==> src/rtl/dac_seq_pkg.sv <==
package dac_seq_pkg;
   localparam int REG_ADDR_W = 3;

   typedef enum logic [REG_ADDR_W-1:0] {
      REG_INPUT  = 3'd0,
      REG_OFFSET = 3'd1,
      REG_GAIN   = 3'd2,
      CMD_SWRST  = 3'd7
   } reg_addr_e;
endpackage

==> src/rtl/dac_seq_regs.sv <==
module dac_seq_regs
   import dac_seq_pkg::*;
#(
   parameter int DATA_W    = 18,
   parameter int GAIN_W    = 18,
   parameter int GAIN_FRAC = 16
) (
   input  logic                  clk,
   input  logic                  rst_n,
   input  logic                  soft_rst,
   input  logic [DATA_W-1:0]     dflt_code,
   input  logic                  wr_en,
   input  logic [REG_ADDR_W-1:0] wr_addr,
   input  logic [DATA_W-1:0]     wr_data,
   output logic [DATA_W-1:0]     in_q,
   output logic [DATA_W-1:0]     off_q,
   output logic [GAIN_W-1:0]     gain_q,
   output logic                  data_wr
);
   localparam logic [GAIN_W-1:0] GAIN_UNITY = GAIN_W'(1) << GAIN_FRAC;

   logic hit_in, hit_off, hit_gain;

   always_comb begin
      hit_in   = wr_en && (wr_addr == REG_INPUT);
      hit_off  = wr_en && (wr_addr == REG_OFFSET);
      hit_gain = wr_en && (wr_addr == REG_GAIN);
      data_wr  = hit_in || hit_off || hit_gain;
   end

   always_ff @(posedge clk) begin
      if (!rst_n || soft_rst) begin
         in_q   <= dflt_code;
         off_q  <= '0;
         gain_q <= GAIN_UNITY;
      end else begin
         if (hit_in)   in_q   <= wr_data;
         if (hit_off)  off_q  <= wr_data;
         if (hit_gain) gain_q <= wr_data[GAIN_W-1:0];
      end
   end
endmodule

==> src/rtl/dac_seq_calc.sv <==
module dac_seq_calc #(
   parameter int DATA_W      = 18,
   parameter int GAIN_W      = 18,
   parameter int GAIN_FRAC   = 16,
   parameter int CALC_CYCLES = 4,
   parameter bit SATURATE    = 1'b1
) (
   input  logic              clk,
   input  logic              rst_n,
   input  logic              soft_rst,
   input  logic [DATA_W-1:0] dflt_code,
   input  logic              start,
   input  logic [DATA_W-1:0] in_q,
   input  logic [DATA_W-1:0] off_q,
   input  logic [GAIN_W-1:0] gain_q,
   output logic              calc_busy,
   output logic [DATA_W-1:0] calc_q
);
   localparam int PROD_W = DATA_W + GAIN_W;
   localparam int SUM_W  = PROD_W + 2;
   localparam int CNT_W  = $clog2(CALC_CYCLES + 1);

   logic [PROD_W-1:0]       prod, scaled;
   logic signed [SUM_W-1:0] sum;
   logic [DATA_W-1:0]       result;
   logic [CNT_W-1:0]        cnt;

   always_comb begin
      prod   = PROD_W'(in_q) * PROD_W'(gain_q);
      scaled = prod >> GAIN_FRAC;
      sum    = $signed({2'b00, scaled})
             + $signed({{(SUM_W-DATA_W){off_q[DATA_W-1]}}, off_q});
   end

   generate
      if (SATURATE) begin : g_sat
         always_comb begin
            if (sum[SUM_W-1])
               result = '0;
            else if (|sum[SUM_W-2:DATA_W])
               result = '1;
            else
               result = sum[DATA_W-1:0];
         end
      end else begin : g_wrap
         always_comb result = sum[DATA_W-1:0];
      end
   endgenerate

   always_ff @(posedge clk) begin
      if (!rst_n || soft_rst) begin
         cnt       <= '0;
         calc_busy <= 1'b0;
         calc_q    <= dflt_code;
      end else if (start) begin
         cnt       <= CNT_W'(CALC_CYCLES);
         calc_busy <= 1'b1;
      end else if (calc_busy) begin
         cnt <= cnt - CNT_W'(1);
         if (cnt == CNT_W'(1)) begin
            calc_busy <= 1'b0;
            calc_q    <= result;
         end
      end
   end
endmodule

==> src/rtl/dac_seq_load.sv <==
module dac_seq_load #(
   parameter int DATA_W = 18
) (
   input  logic              clk,
   input  logic              rst_n,
   input  logic              soft_rst,
   input  logic [DATA_W-1:0] dflt_code,
   input  logic              ldac_n,
   input  logic              line_high,
   input  logic [DATA_W-1:0] calc_q,
   input  logic              cs_n,
   input  logic              frame_valid,
   output logic [DATA_W-1:0] dac_code,
   output logic              ready_n
);
   logic ldac_prev, pending, ldac_fall, cs_prev;

   always_comb ldac_fall = ldac_prev && !ldac_n;

   always_ff @(posedge clk) begin
      if (!rst_n) begin
         ldac_prev <= 1'b1;
         cs_prev   <= 1'b1;
         ready_n   <= 1'b1;
      end else begin
         ldac_prev <= ldac_n;
         cs_prev   <= cs_n;
         if (frame_valid)
            ready_n <= 1'b0;
         else if (cs_n && !cs_prev)
            ready_n <= 1'b1;
      end
   end

   always_ff @(posedge clk) begin
      if (!rst_n || soft_rst) begin
         pending  <= 1'b0;
         dac_code <= dflt_code;
      end else if ((ldac_fall || pending) && line_high) begin
         pending  <= 1'b0;
         dac_code <= calc_q;
      end else if (ldac_fall) begin
         pending  <= 1'b1;
      end
   end
endmodule

==> src/rtl/dac_seq_ctrl.sv <==
module dac_seq_ctrl
   import dac_seq_pkg::*;
#(
   parameter int DATA_W      = 18,
   parameter int GAIN_W      = 18,
   parameter int GAIN_FRAC   = 16,
   parameter int CALC_CYCLES = 4,
   parameter bit SATURATE    = 1'b1
) (
   input  logic                  clk,
   input  logic                  rst_n,
   input  logic                  cs_n,
   input  logic                  frame_valid,
   input  logic [REG_ADDR_W-1:0] frame_addr,
   input  logic [DATA_W-1:0]     frame_data,
   input  logic                  ldac_n,
   input  logic                  mid_sel,
   input  logic                  busy_in,
   output logic                  busy_drive_low,
   output logic                  ready_n,
   output logic [DATA_W-1:0]     dac_code
);
   generate
      if (DATA_W < 2)              begin : g_bad_w  $error("DATA_W must be at least 2");        end
      if (GAIN_W > DATA_W)         begin : g_bad_g  $error("GAIN_W must not exceed DATA_W");    end
      if (GAIN_FRAC >= GAIN_W)     begin : g_bad_f  $error("GAIN_FRAC must be below GAIN_W");   end
      if (CALC_CYCLES < 1)         begin : g_bad_c  $error("CALC_CYCLES must be at least 1");   end
   endgenerate

   logic [DATA_W-1:0] dflt_code, in_q, off_q, calc_q;
   logic [GAIN_W-1:0] gain_q;
   logic              soft_rst, data_wr, calc_busy, srst_q;

   always_comb begin
      dflt_code      = {mid_sel, {(DATA_W-1){1'b0}}};
      soft_rst       = rst_n && frame_valid && (frame_addr == CMD_SWRST);
      busy_drive_low = !rst_n || srst_q || calc_busy;
   end

   always_ff @(posedge clk) begin
      if (!rst_n) srst_q <= 1'b0;
      else        srst_q <= soft_rst;
   end

   dac_seq_regs #(.DATA_W(DATA_W), .GAIN_W(GAIN_W), .GAIN_FRAC(GAIN_FRAC)) u_regs (
      .clk(clk), .rst_n(rst_n), .soft_rst(soft_rst), .dflt_code(dflt_code),
      .wr_en(frame_valid), .wr_addr(frame_addr), .wr_data(frame_data),
      .in_q(in_q), .off_q(off_q), .gain_q(gain_q), .data_wr(data_wr)
   );

   dac_seq_calc #(.DATA_W(DATA_W), .GAIN_W(GAIN_W), .GAIN_FRAC(GAIN_FRAC),
                  .CALC_CYCLES(CALC_CYCLES), .SATURATE(SATURATE)) u_calc (
      .clk(clk), .rst_n(rst_n), .soft_rst(soft_rst), .dflt_code(dflt_code),
      .start(data_wr), .in_q(in_q), .off_q(off_q), .gain_q(gain_q),
      .calc_busy(calc_busy), .calc_q(calc_q)
   );

   dac_seq_load #(.DATA_W(DATA_W)) u_load (
      .clk(clk), .rst_n(rst_n), .soft_rst(soft_rst), .dflt_code(dflt_code),
      .ldac_n(ldac_n), .line_high(busy_in), .calc_q(calc_q),
      .cs_n(cs_n), .frame_valid(frame_valid),
      .dac_code(dac_code), .ready_n(ready_n)
   );
endmodule

==> config.mk <==
export PLATFORM = sky130hd
export DESIGN_NAME = dac_seq_ctrl
export DESIGN_NICKNAME = d
export VERILOG_FILES = /design/src/rtl/dac_seq_pkg.sv /design/src/rtl/dac_seq_regs.sv /design/src/rtl/dac_seq_calc.sv /design/src/rtl/dac_seq_load.sv /design/src/rtl/dac_seq_ctrl.sv
export SDC_FILE = /design/constraint.sdc
export NUM_CORES = 1
export LEC_CHECK = 0
export BUFFER_PORTS_ARGS = -buffer_cell sky130_fd_sc_hd__buf_2
export CAP_MARGIN = 20
export CELL_PAD_IN_SITES_DETAIL_PLACEMENT = 0
export CELL_PAD_IN_SITES_GLOBAL_PLACEMENT = 1
export CORE_MARGIN = 1
export CORE_UTILIZATION = 54
export CTS_CLUSTER_DIAMETER = 60
export CTS_CLUSTER_SIZE = 16
export DETAILED_ROUTE_END_ITERATION = 7
export GPL_ROUTABILITY_DRIVEN = 1
export PLACE_DENSITY = 0.95
export SYNTH_ARGS = -nofsm -noshare
export SYNTH_HDL_FRONTEND = slang
export SYNTH_SLANG_ARGS = --single-unit
export TNS_END_PERCENT = 5
==> constraint.sdc <==
create_clock -name clk -period 13.1 [get_ports clk]
set_input_delay 1.965 -clock clk [delete_from_list [all_inputs] [get_ports clk]]
set_output_delay 1.965 -clock clk [all_outputs]
set_load 0.01 [all_outputs]
Word-level counts from Yosys, hierarchy flattened
Cells that the tools add are included.
Cells by class
  add/subtract/negate cells: 2
  multipliers: 1
  div/mod/pow operators: 0
  order comparisons: 0
  equality and inequality tests: 5
  shift operators: 0
  muxes and demuxes: 17
  bitwise logic cells: 1
  reduce and logical (&&, ||, !) cells: 29
Operator list (number)
  $mux 18: 10
  $mul 18x18->36: 1
  $add 21x18->22: 1
  $reduce_or 19->1: 1
  $reduce_bool 2->1: 6
  $logic_and 1x1->1: 8
  $eq 3x1->1 const B: 2
  $logic_or 1x1->1: 6
  $mux 3: 2
  $reduce_and 3->1: 2
  $mux 1: 5
  $reduce_or 2->1: 2
  $eq 3x2->1 const B: 1
  $eq 3x3->1 const B: 1
  $logic_not 1->1: 3
  $logic_not 3->1: 1
  $sub 3x1->3 const B: 1
  $ne 2x1->1 const B: 1
  $not 1->1: 1
Storage, ports and cells
  register bits after elaboration: 99
  bits in latches: 0
  RAM bits: 0
  bits in read-only memories: 0
  output and inout bits: 20
  logic and storage cells: 71
  memories kept: 0

Depth between registers and ports, before layout
  depth after elaboration: 9
  depth in mapped cells: 37

Modules after synthesis
From an unflattened synthesis, not the netlist that was laid out.
Unflattened totals
  cell total of the unflattened synthesis: 1619
  area, all modules: 15401.0 sq um
Modules (own cells, without submodules)
  dac_seq_calc: instances 1, cells an instance 1352, area an instance 12040.3 sq um, seq. area each 620.6 sq um
  dac_seq_regs: instances 1, cells an instance 205, area an instance 2383.5 sq um, seq. area each 1261.2 sq um
  dac_seq_load: instances 1, cells an instance 54, area an instance 929.6 sq um, seq. area each 620.6 sq um
  dac_seq_ctrl: instances 1, cells an instance 8, area an instance 47.5 sq um, seq. area each 20.0 sq um

Least setup slack after synthesis
OpenSTA, ideal clock, no wires.
  path type: reg-to-reg
  start point: register u_regs.in_q[10]
  end point: register u_calc.calc_q[6]
  setup time: 0.122 ns
  arrival: 8.221 ns
  setup slack: 4.757 ns
  stages on the path, launching flop included: 35
  period minus slack after synthesis: 8.343 ns
  cells stage by stage: dfxtp_1 clkbuf_1 clkbuf_1 nand2_1 fa_1 fa_1 fa_1 fa_1 inv_1 fa_1 inv_1 fa_1 inv_1 ha_1 a211oi_1 o211a_1 o221ai_2 a311oi_4 o41ai_4 a21o_1 a21o_1 a311o_1 o311a_1 ha_1 a21o_1 a21o_1 a21oi_1 a21oi_1 o31a_2 nor3b_1 o211ai_1 and2_1 buf_6 buf_8 a221o_1
Between the ends
  cells in the longest elaborated chain, start to end: 5
Ends and longest elaborated chain
  start, declared: RTL line dac_seq_regs.sv:15  | output logic [DATA_W-1:0] in_q,
  start signal, assigned: RTL line dac_seq_regs.sv:33  | in_q <= dflt_code;
  start signal, assigned: RTL line dac_seq_regs.sv:37  | if (hit_in) in_q <= wr_data;
  $mul 18x18->36 *: RTL line dac_seq_calc.sv:29  | prod = PROD_W'(in_q) * PROD_W'(gain_q);
  $add 21x18->22 *: RTL line dac_seq_calc.sv:32  | + $signed({{(SUM_W-DATA_W){off_q[DATA_W-1]}}, off_q});
  $reduce_or 19->1: RTL line dac_seq_calc.sv:40  | else if (|sum[SUM_W-2:DATA_W])
  $mux 18: RTL line dac_seq_calc.sv:40
  $mux 18 *: RTL line dac_seq_calc.sv:38  | if (sum[SUM_W-1])
  end signal, assigned: RTL line dac_seq_calc.sv:54  | calc_q <= dflt_code;
  end signal, assigned: RTL line dac_seq_calc.sv:62  | calc_q <= result;
  end, declared: RTL line dac_seq_calc.sv:17  | output logic [DATA_W-1:0] calc_q
Mark *: on every way between the ends. The rest lies on a longest branch, timed or not.
A chain may end at the register's enable or synchronous reset.

Worst setup path in the final report
  start point: register u_regs.in_q[15]
  end point: register u_calc.calc_q[9]
The elaborated chain is that of the path after synthesis.

==> out/qor.json <==
{
  "cts_made_buffers": 9,
  "first_iter_violations": 596,
  "hp-class": "reg2reg",
  "drc": 0,
  "share_seq_of_total_power": 0.475,
  "seq_area_frac_synth": 0.137,
  "synth.largest_area_cell": "sky130_fd_sc_hd__fa_1",
  "final_nets": 2105,
  "grt_first_pass_wirelength_mm": 56.3,
  "final_common_cell": "sky130_fd_sc_hd__nand2_1",
  "layoutNonFillerInstCount": 2036,
  "max_clock_freq_mhz": 104,
  "clkTransAtPathRegs_ns": 0.07,
  "dieArea_sq_um": 27900,
  "internal-power_uw": 499,
  "grt_pass1_vias": 11800,
  "min_clock_period_post_route_ns": 9.59,
  "synth.cell_area_sq_um": 14700,
  "root_buffer": "sky130_fd_sc_hd__clkbuf_16",
  "clock_power_share": 0.413,
  "post-layout-total-power_uw": 687,
  "antenna_cells_inserted": 0,
  "grt_max_degree": 75,
  "vias": 11100,
  "ys_seq_elements": 99,
  "detailed_place_hpwl_mm": 26.5,
  "chipHeight_um": 167,
  "critical-path-top-cell-by-count": "sky130_fd_sc_hd__fa_1",
  "layout_worst_path_cycle_share": 0.732,
  "floorplan.rows": 60,
  "synth_edf_count": 3,
  "clk_latency_worst_skew_pair_ns": 0.35,
  "grt_antenna_before_repair": 0,
  "vdd.ir_drop.worst_v": 0.0000836,
  "asyncSetResetFlopFracSynth": 0,
  "die-width_um": 167,
  "tritoncts_clock_tree": "yes",
  "area_growth_pct": 4.24,
  "clock-sinks": 99,
  "route.detailed.wl_per_inst_um": 16.1,
  "finalMaxSlewViolations": 0,
  "sw_frac_of_total": 0.274,
  "critPathLaunchType": "register",
  "drt_first_pass_iters": 5,
  "i_o_buffers": 47,
  "critPathMaxFanout": 19,
  "maximum_buffer_depth_of_the_clock_tree": 2,
  "cp_slowest_stage_delay_ns": 0.91,
  "ys_warn_count": 0,
  "worstSetupEndpointType": "register",
  "setup_viol": 0,
  "synthCells": 1727,
  "critPathArrivalTime_ns": 9.88,
  "setup_total_negative_slack_ns": 0,
  "most_used_cells_in_the_layout_excluding_fill_and_tap_cells": "352 x sky130_fd_sc_hd__nand2_1, 325 x sky130_fd_sc_hd__inv_1, 255 x sky130_fd_sc_hd__fa_1",
  "syn_nets": 2142,
  "synth_flop_cell": "sky130_fd_sc_hd__dfxtp_1",
  "synth_area_leaders": "sky130_fd_sc_hd__fa_1 35%, sky130_fd_sc_hd__dfxtp_1 13%, sky130_fd_sc_hd__ha_1 11%",
  "vias_per_cell": 5.45,
  "finalWirelength_mm": 32.8,
  "grt_setup_unrepaired": "false",
  "ctsResizeCount": 0,
  "cts.repair_timing.setup_buffer_count": 0,
  "cts.htree.levels": 3,
  "power_per_cell_area_nw_per_um2": 44.8,
  "gp_congestion": 0.898,
  "drive_gt1_frac": 0.0543,
  "dpl.cell_count": 2018,
  "yosysUniqueCellTypes": 64,
  "pin_count": 48,
  "starting_utilization_of_the_core_area": 0.548,
  "grt.overflow.total": 0,
  "finalHoldViolCount": 0,
  "fin_worst_skew_ns": 0.00624,
  "worstMarginPinSlew_ns": 0.902,
  "synth.top_cell.area_share": 0.347,
  "critical-path-slowest-cell": "sky130_fd_sc_hd__dfxtp_1",
  "power.share.combinational": 0.112,
  "drtAntennaViolNets": 0,
  "critical_path_required_ns": 13.39,
  "outcome": "finished, final reports clean",
  "design.core.area_sq_um": 26900,
  "mean_instance_size_in_the_synthesized_netlist_sq_um": 8.53,
  "slew_headroom": 0.398,
  "hold_buffers": 0,
  "groute.usage.overall": 0.249,
  "worstSetupPathType": "reg2reg",
  "max_cap_violations": 0,
  "power_switching_uw": 188,
  "lkg_pwr_uw": 0.00764
}
==> cells in the mapped netlist, types with 6 or more instances <==
master and n:
sky130_fd_sc_hd__nor2_1 23, sky130_fd_sc_hd__nand2_1 353, sky130_fd_sc_hd__a21o_1 17, sky130_fd_sc_hd__nand3_1 12, sky130_fd_sc_hd__nor3_1 11, sky130_fd_sc_hd__o21ai_0 18
sky130_fd_sc_hd__dfxtp_1 96, sky130_fd_sc_hd__a31oi_1 6, sky130_fd_sc_hd__a221o_1 10, sky130_fd_sc_hd__and2_1 136, sky130_fd_sc_hd__ha_1 132, sky130_fd_sc_hd__nand4_1 6
sky130_fd_sc_hd__fa_1 255, sky130_fd_sc_hd__a221o_2 6, sky130_fd_sc_hd__o21bai_1 7, sky130_fd_sc_hd__a21oi_1 104, sky130_fd_sc_hd__inv_1 325, sky130_fd_sc_hd__xor2_1 10
sky130_fd_sc_hd__xnor2_1 31, sky130_fd_sc_hd__clkbuf_1 87
==> critical path, delay by kind of cell, from the launching register on <==
family          cells  cell delay [ns]
xor+xnor            1             0.18
compound gates     13             3.07
fa+ha+maj           8             3.80
simple gates        5             1.47
flops               1             0.91
buf+inv             1             0.06
==> routing by layer <==
layer | GRT usage | vias up | wire length [um]
met1 | 0.321 | 5593 | 14000
met3 | 0.0208 | 55 | 1120
met4 | 0.0766 | 0 | 816
met5 | 0 | - | 0
li1 | - | 5196 | -
met2 | 0.446 | 249 | 16900
==> flip-flops by register name, indices dropped and copies added, names as in the netlist <==
| register | count |
|---|---|
| u_load.pending | 1 |
| u_load.dac_code | 18 |
| u_calc.calc_busy | 1 |
| u_load.cs_prev | 1 |
| u_calc.calc_q | 18 |
| srst_q | 1 |
| u_load.ldac_prev | 1 |
| u_regs.in_q | 18 |
| u_load.ready_n | 1 |
| u_regs.off_q | 18 |
| u_regs.gain_q | 18 |
| u_calc.cnt | 3 |
==> power by group through the flow <==
| stage | Clock [uW] | Combinational, uW | Sequential, uW |
|---|---|---|---|
| after floorplan | 0 | 62.5 | 319 |
| after global placement | 0 | 74.6 | 332 |
| after detailed placement | 0 | 76.2 | 333 |
| after CTS | 287 | 76.7 | 326 |
| after global routing | 298 | 86.8 | 328 |
| final | 284 | 77.2 | 326 |
==> layout make-up <==
class	count	area [sq um]
clock buffers	10	250
clock inverters	6	68.8
fillers	2420	11500
flip-flops and latches	99	2010
multi-input cells	1203	11100
inverters	325	1220
well taps	341	427
repair buffers	52	280
==> final timing paths <==
kind         slack, ns                           start  cells after the start                             end
max               3.51    u_regs.in_q[15]$_SDFFE_PP0P_                     28   u_calc.calc_q[9]$_SDFFE_PP0P_
max reg2reg       3.51    u_regs.in_q[15]$_SDFFE_PP0P_                     28   u_calc.calc_q[9]$_SDFFE_PP0P_
min reg2reg       0.44  u_calc.calc_q[14]$_SDFFE_PP0P_                      2  u_calc.calc_q[14]$_SDFFE_PP0P_
min               0.44  u_calc.calc_q[14]$_SDFFE_PP0P_                      2  u_calc.calc_q[14]$_SDFFE_PP0P_
==> metrics by stage <==
| stage | utilization | worst slack (ns) | hold slack, ns | area [sq um] |
|---|---|---|---|---|
| final | 0.571 | 3.51 | 0.439 | 15400 |
| after global routing | 0.571 | 3.01 | 0.465 | 15400 |
| after CTS | 0.570 | 3.63 | 0.442 | 15300 |
| after detailed placement | 0.559 | 3.70 | 0.434 | 15000 |
| after global placement | 0.558 | 3.98 | 0.428 | 15000 |
| after floorplan | - | 4.76 | 0.415 | 14700 |
==> logic make-up (layout without fill, tap and decap cells) <==
group,Yosys count,count (layout),share of synthesized area
AND/OR/NAND/NOR,568,568,0.178
XOR/XNOR,41,41,0.0244
flip-flops,99,99,0.137
adder cells (fa/ha/maj),387,387,0.459
AO/OA/AOI/OAI,207,207,0.0918
buffers and inverters,425,393,0.111
No activity file was read; power rests on OpenSTA's default activity.
